### config.mk
export PLATFORM = sky130hd
export DESIGN_NAME = hm_pwrmode_ctl
export DESIGN_NICKNAME = d
export VERILOG_FILES = /design/src/rtl/hm_pwr_pkg.sv /design/src/rtl/hm_pm_access.sv /design/src/rtl/hm_pm_regs.sv /design/src/rtl/hm_pm_decode.sv /design/src/rtl/hm_pwrmode_ctl.sv
export SDC_FILE = /design/constraint.sdc
export NUM_CORES = 1
export LEC_CHECK = 0
export BUFFER_PORTS_ARGS = -buffer_cell sky130_fd_sc_hd__buf_2
export CORE_UTILIZATION = 40
export CTS_CLUSTER_SIZE = 25
export DETAILED_ROUTE_END_ITERATION = 10
export PLACE_DENSITY = 0.66
export SKIP_CTS_REPAIR_TIMING = 1
export SYNTH_ARGS = -nofsm -noshare
export SYNTH_HDL_FRONTEND = slang
export SYNTH_SLANG_ARGS = --single-unit
export TNS_END_PERCENT = 5
### constraint.sdc
create_clock -name clk -period 3.1 [get_ports clk]
set_input_delay 0.155 -clock clk [delete_from_list [all_inputs] [get_ports clk]]
set_output_delay 0.155 -clock clk [all_outputs]
set_load 0.02 [all_outputs]
### src/rtl/hm_pwr_pkg.sv
package hm_pwr_pkg;

  localparam int PM_AW = 8;
  localparam int PM_DW = 8;

  typedef enum logic [1:0] {
    PM_RUN   = 2'd0,
    PM_SLEEP = 2'd1,
    PM_OFF   = 2'd2
  } pm_mode_e;

  typedef struct packed {
    logic osc;
    logic bias;
    logic adc;
    logic cyc;
    logic pwm_full;
  } pm_ctrl_t;

  // run bit dominates; otherwise the select bit picks the depth
  function automatic pm_mode_e pm_decode(input logic run, input logic deep);
    if (run)       return PM_RUN;
    else if (deep) return PM_OFF;
    else           return PM_SLEEP;
  endfunction

  function automatic pm_ctrl_t pm_ctrl_of(input pm_mode_e m);
    pm_ctrl_t c;
    c.osc      = (m != PM_OFF);
    c.bias     = (m != PM_OFF);
    c.adc      = (m == PM_RUN);
    c.cyc      = (m == PM_RUN);
    c.pwm_full = (m != PM_RUN);
    return c;
  endfunction

  // masked merge used for partial-bit writes
  function automatic logic [PM_DW-1:0] pm_merge(input logic [PM_DW-1:0] old_v,
                                                input logic [PM_DW-1:0] new_v,
                                                input logic [PM_DW-1:0] mask);
    return (old_v & ~mask) | (new_v & mask);
  endfunction

endpackage

### src/rtl/hm_pm_access.sv
module hm_pm_access
  import hm_pwr_pkg::*;
#(
  parameter int AW = PM_AW,
  parameter int DW = PM_DW,
  parameter logic [AW-1:0] CTL_ADDR = 8'h40,
  parameter logic [AW-1:0] SEL_ADDR = 8'h7C,
  parameter logic [AW-1:0] CFG_ADDR = 8'h7F,
  parameter logic [DW-1:0] OFF_SEL_MASK = 8'h07
) (
  input  logic          bus_wr,
  input  logic          bus_rd,
  input  logic [AW-1:0] bus_addr,
  input  logic          in_off,
  output logic          hit_ctl,
  output logic          hit_sel,
  output logic          hit_cfg,
  output logic          we_ctl,
  output logic          we_sel,
  output logic          we_cfg,
  output logic [DW-1:0] sel_wmask,
  output logic          fwd_wr,
  output logic          fwd_rd,
  output logic          rd_blank
);

  logic hit_local;

  always_comb begin
    hit_ctl   = (bus_addr == CTL_ADDR);
    hit_sel   = (bus_addr == SEL_ADDR);
    hit_cfg   = (bus_addr == CFG_ADDR);
    hit_local = hit_ctl | hit_sel | hit_cfg;

    // run-control register is sealed during shutdown
    we_ctl    = bus_wr & hit_ctl & ~in_off;
    we_sel    = bus_wr & hit_sel;
    we_cfg    = bus_wr & hit_cfg;
    sel_wmask = in_off ? OFF_SEL_MASK : {DW{1'b1}};

    fwd_wr    = bus_wr & ~hit_local & ~in_off;
    fwd_rd    = bus_rd & ~hit_local & ~in_off;
    rd_blank  = in_off;
  end

endmodule

### src/rtl/hm_pm_regs.sv
module hm_pm_regs
  import hm_pwr_pkg::*;
#(
  parameter int DW       = PM_DW,
  parameter int RUN_BIT  = 0,
  parameter int LOCK_BIT = 1,
  parameter int DEEP_BIT = 0
) (
  input  logic          clk,
  input  logic          rst_n,
  input  logic          we_ctl,
  input  logic          we_sel,
  input  logic          we_cfg,
  input  logic [DW-1:0] sel_wmask,
  input  logic [DW-1:0] wdata,
  output logic [DW-1:0] ctl_q,
  output logic [DW-1:0] sel_q,
  output logic [DW-1:0] cfg_q,
  output logic          run,
  output logic          deep,
  output logic          locked
);

  logic [DW-1:0] ctl_d, sel_d;

  assign run    = ctl_q[RUN_BIT];
  assign locked = ctl_q[LOCK_BIT];
  assign deep   = sel_q[DEEP_BIT];

  always_comb begin
    ctl_d = ctl_q;
    if (we_ctl) begin
      ctl_d           = wdata;
      ctl_d[LOCK_BIT] = ctl_q[LOCK_BIT] | wdata[LOCK_BIT];
      if (locked) ctl_d[RUN_BIT] = ctl_q[RUN_BIT];
    end
  end

  always_comb begin
    sel_d = sel_q;
    if (we_sel) begin
      sel_d = pm_merge(sel_q, wdata, sel_wmask);
      if (locked) sel_d[DEEP_BIT] = sel_q[DEEP_BIT];
    end
  end

  always_ff @(posedge clk or negedge rst_n) begin
    if (!rst_n) begin
      ctl_q <= '0;
      sel_q <= '0;
      cfg_q <= '0;
    end else begin
      ctl_q <= ctl_d;
      sel_q <= sel_d;
      if (we_cfg) cfg_q <= wdata;
    end
  end

endmodule

### src/rtl/hm_pm_decode.sv
module hm_pm_decode
  import hm_pwr_pkg::*;
(
  input  logic     run,
  input  logic     deep,
  output pm_mode_e mode,
  output pm_ctrl_t ctrl
);

  always_comb begin
    mode = pm_decode(run, deep);
    ctrl = pm_ctrl_of(mode);
  end

endmodule

### src/rtl/hm_pwrmode_ctl.sv
module hm_pwrmode_ctl
  import hm_pwr_pkg::*;
#(
  parameter int AW = PM_AW,
  parameter int DW = PM_DW
) (
  input  logic          clk,
  input  logic          rst_n,
  input  logic          bus_wr,
  input  logic          bus_rd,
  input  logic [AW-1:0] bus_addr,
  input  logic [DW-1:0] bus_wdata,
  output logic [DW-1:0] bus_rdata,
  input  logic [DW-1:0] ext_rdata,
  output logic          fwd_wr,
  output logic          fwd_rd,
  output logic [1:0]    mode_o,
  output logic          osc_en,
  output logic          bias_en,
  output logic          adc_en,
  output logic          cycle_en,
  output logic          pwm_full
);

  logic          hit_ctl, hit_sel, hit_cfg;
  logic          we_ctl, we_sel, we_cfg, rd_blank;
  logic [DW-1:0] sel_wmask;
  logic [DW-1:0] ctl_q, sel_q, cfg_q;
  logic          run, deep, locked;
  logic          in_off;
  pm_mode_e      mode;
  pm_ctrl_t      ctrl;

  assign in_off = (mode == PM_OFF);

  hm_pm_access #(.AW(AW), .DW(DW)) u_access (
    .bus_wr    (bus_wr),
    .bus_rd    (bus_rd),
    .bus_addr  (bus_addr),
    .in_off    (in_off),
    .hit_ctl   (hit_ctl),
    .hit_sel   (hit_sel),
    .hit_cfg   (hit_cfg),
    .we_ctl    (we_ctl),
    .we_sel    (we_sel),
    .we_cfg    (we_cfg),
    .sel_wmask (sel_wmask),
    .fwd_wr    (fwd_wr),
    .fwd_rd    (fwd_rd),
    .rd_blank  (rd_blank)
  );

  hm_pm_regs #(.DW(DW)) u_regs (
    .clk       (clk),
    .rst_n     (rst_n),
    .we_ctl    (we_ctl),
    .we_sel    (we_sel),
    .we_cfg    (we_cfg),
    .sel_wmask (sel_wmask),
    .wdata     (bus_wdata),
    .ctl_q     (ctl_q),
    .sel_q     (sel_q),
    .cfg_q     (cfg_q),
    .run       (run),
    .deep      (deep),
    .locked    (locked)
  );

  hm_pm_decode u_decode (
    .run  (run),
    .deep (deep),
    .mode (mode),
    .ctrl (ctrl)
  );

  always_comb begin
    if (rd_blank)     bus_rdata = '0;
    else if (hit_ctl) bus_rdata = ctl_q;
    else if (hit_sel) bus_rdata = sel_q;
    else if (hit_cfg) bus_rdata = cfg_q;
    else              bus_rdata = ext_rdata;
  end

  assign mode_o   = mode;
  assign osc_en   = ctrl.osc;
  assign bias_en  = ctrl.bias;
  assign adc_en   = ctrl.adc;
  assign cycle_en = ctrl.cyc;
  assign pwm_full = ctrl.pwm_full;

endmodule

==> summary.txt <==
Worst setup path
  – Bufs and invs on worst path: 2
  – CP delay by family, top: buffers and inverters
  – Setup CP Type: flip-flop to primary output
  – R2R cell count: 3
  – CP arrival: 1.97 ns
  – Req. time, crit path: 2.94 ns
  – Crit end category: primary output
  – CP max stage delay: 0.45 ns
  – CP startpoint kind: flip-flop
  – Worst R2R Setup Slack: 1.45 ns
  – Slowest-stage cell, CP: dfrtp_1
  – Crit-path cells: nand2b_1, clkinv_1, a221oi_1, buf_2
  – FF-to-FF Start: u_regs.ctl_q[0]
  – CP max FO: 8

Logic synthesis
  – Sequential cell area fraction in the yosys report: 0.4499
  – Avg Inst Size Synth: 12.71 um^2
  – Leading area contributor after synthesis: dfrtp_1
  – Mapped Area: 1335 um^2
  – Synth area leaders: dfrtp_1, mux2_2, mux2i_1
  – Synth unique cells: 32
  – Synth top area share: 0.4499
  – Post-Syn Nets: 133
  – Synthesized flop and latch total: 24
  – Ys Warns: 0
  – Cell count after synthesis: 105

Die
  – Die Wd: 59.77 um
  – Die Outline Area: 3572 um^2
  – Initial core utilization: 0.4302
  – Chip Height: 59.77 um
  – Floorplan row count: 20
  – I/O Pins: 45
  – Core Region: 3103 um^2

GRT
  – Total GRT Usage: 0.1865
  – Largest net degree at the start of global routing: 25
  – Vias in the first global route: 976
  – Initial antenna violation count: 0
  – First-pass GRT wire length: 4788 um
  – Gr ovfl total: 0

Worst hold path
  – Hold EP: u_regs.cfg_q[1]
  – Hold Path Stages: 2
  – Worst hold path type: input port to flip-flop
  – Hold path startpoint: bus_wdata[1]

CTS
  – Sink Count: 24
  – Clk slew on worst S/H paths: 0.12 ns
  – CTS root buf: clkbuf_4
  – Clock tree buffer depth: 2
  – TritonCTS buffer count: 3
  – CTS tree: done
  – Clock latency at the later pin of the worst-skew pair: 0.32 ns
  – H-Tree Depth: 1

Final layout
  – FF/Latch Area: 600.6 um^2
  – Number of diodes: 0
  – Most common cell after layout, fill and taps aside: buf_2
  – Area of the multi-input gates: 669.4 um^2
  – Fillers: 302
  – Area Growth Syn to Fin: 19.59%
  – Most frequent cells in the layout: buf_2, dfrtp_1, mux2_2
  – Share of layout cells above drive strength 1: 0.5374
  – Final #Nets: 177

Power and ir drop
  – Worst VDD drop: 0.0001965 V
  – Pleak: 0.7615 nW
  – Pwr/cell area: 364.5 nW/um^2

Timing
  – Period Utilization, post-route: 0.6855
  – RSZ-0062 raised after global routing: no
  – Period minus WS final: 2.125 ns
  – Fin worst setup slack: 0.9748 ns
  – Clock Skews: 0.003493 ns
  – Max_slew headroom: 0.6408
  – Final setup violating endpoints: 0
  – Fin. max-slew vios: 0
  – Fmax: 470.6 MHz
  – Total negative setup slack: 0 ns
  – Slew @ Worst Pin: 0.5389 ns
  – Hold Fails Final Rpt: 0

Route
  – Antenna viol nets, final: 0
  – Vias: 1042
  – Routed len/inst: 15.55 um
  – Residual DRC: 0
  – Routed vias/inst: 5.455
  – Initial drt markers: 29
  – Post-Route WL: 2970 um
  – First-pass DRT Iterations: 4

Status
  – Status: finished clean

Placed design
  – GPL Wtd Cong: 0.7688
  – Post-DP HPWL: 2160 um
  – Worst slack at placement: 1.174 ns
  – I/O Buffers: 44

Job
  – Max-Cap Viols: 0
-- layer usage --
metal	global-route usage	wire (um)	vias to the layer above	share of wire
met5	0	0	-	0
met4	0.08970	52	0	0.018
met3	0.02814	141	6	0.047
met2	0.2889	1364	36	0.46
met1	0.2552	1411	513	0.48
li1	-	-	487	-
-- worst reg2reg max path, stage by stage, from the launching register on --
cell and delay [ns]:
dfrtp_1 0.45, nand2b_1 0.32, nand4_1 0.38, mux2_2 0.39
-- Yosys cell counts, drive strengths merged --
cell type,count
clkbuf,2
a21oi,2
buf,5
o22ai,7
nand3,1
o21ai,2
mux2i,8
a221oi,7
nand2,5
or4,1
clkinv,1
nand4b,1
o32ai,1
nor3b,2
nand4,3
nor4b,1
nor2,4
o21bai,1
dfrtp,24
mux2,22
and4,1
inv,2
nand2b,1
nor4,1
-- final cells by class --
class,instances,area share
well taps,44,0.03448
flip-flops and latches,24,0.3762
repair buffers,46,0.1489
inverters,3,0.007053
multi-input cells,71,0.4193
clock buffers,3,0.01411
-- through the flow --
stage | total power, mW | instance area [um^2] | cells | hold slack, ns | utilization
global route | 0.6104 | 1597 | 191 | 0.07795 | 0.5145
CTS | 0.5878 | 1587 | 190 | -0.1846 | 0.5113
detailed placement | 0.4489 | 1564 | 187 | 0.1773 | 0.5040
finish | 0.5819 | 1597 | 191 | 0.08180 | 0.5145
floorplan | 0.4020 | 1335 | 105 | -0.1406 | -
global placement | 0.4453 | 1564 | 187 | 0.1577 | 0.5040
-- kinds of logic after synthesis --
group                  count (synthesis)  share of synthesized area
AOI/OAI and AO/OA                     20                     0.1134
buffers and inverters                 10                    0.04873
and+or+nand+nor                       21                     0.1425
muxes                                 30                     0.2456
DFF                                   24                     0.4499
-- where the power goes --
part,switching (mW),total (mW),internal (mW)
clock network,0.0939,0.140,0.0456
registers,0.00853,0.336,0.328
logic,0.0604,0.106,0.0459
total,0.163,0.582,0.419
-- how the worst max path moves through the flow --
| stage | startpoint | to | slack (ns) | cells after the start |
|---|---|---|---|---|
| after detailed placement | bus_addr[7] | bus_rdata[1] | 1.17 | 6 |
| final | u_regs.ctl_q[0] | bus_rdata[1] | 0.97 | 4 |
| after CTS | u_regs.ctl_q[0] | bus_rdata[1] | 0.94 | 4 |
| after global placement | bus_addr[7] | bus_rdata[3] | 1.21 | 6 |
| after global routing | u_regs.ctl_q[0] | bus_rdata[5] | 0.78 | 4 |
| after floorplan | u_regs.ctl_q[0] | bus_rdata[1] | 1.28 | 4 |
(Power assumes the default switching activity.)
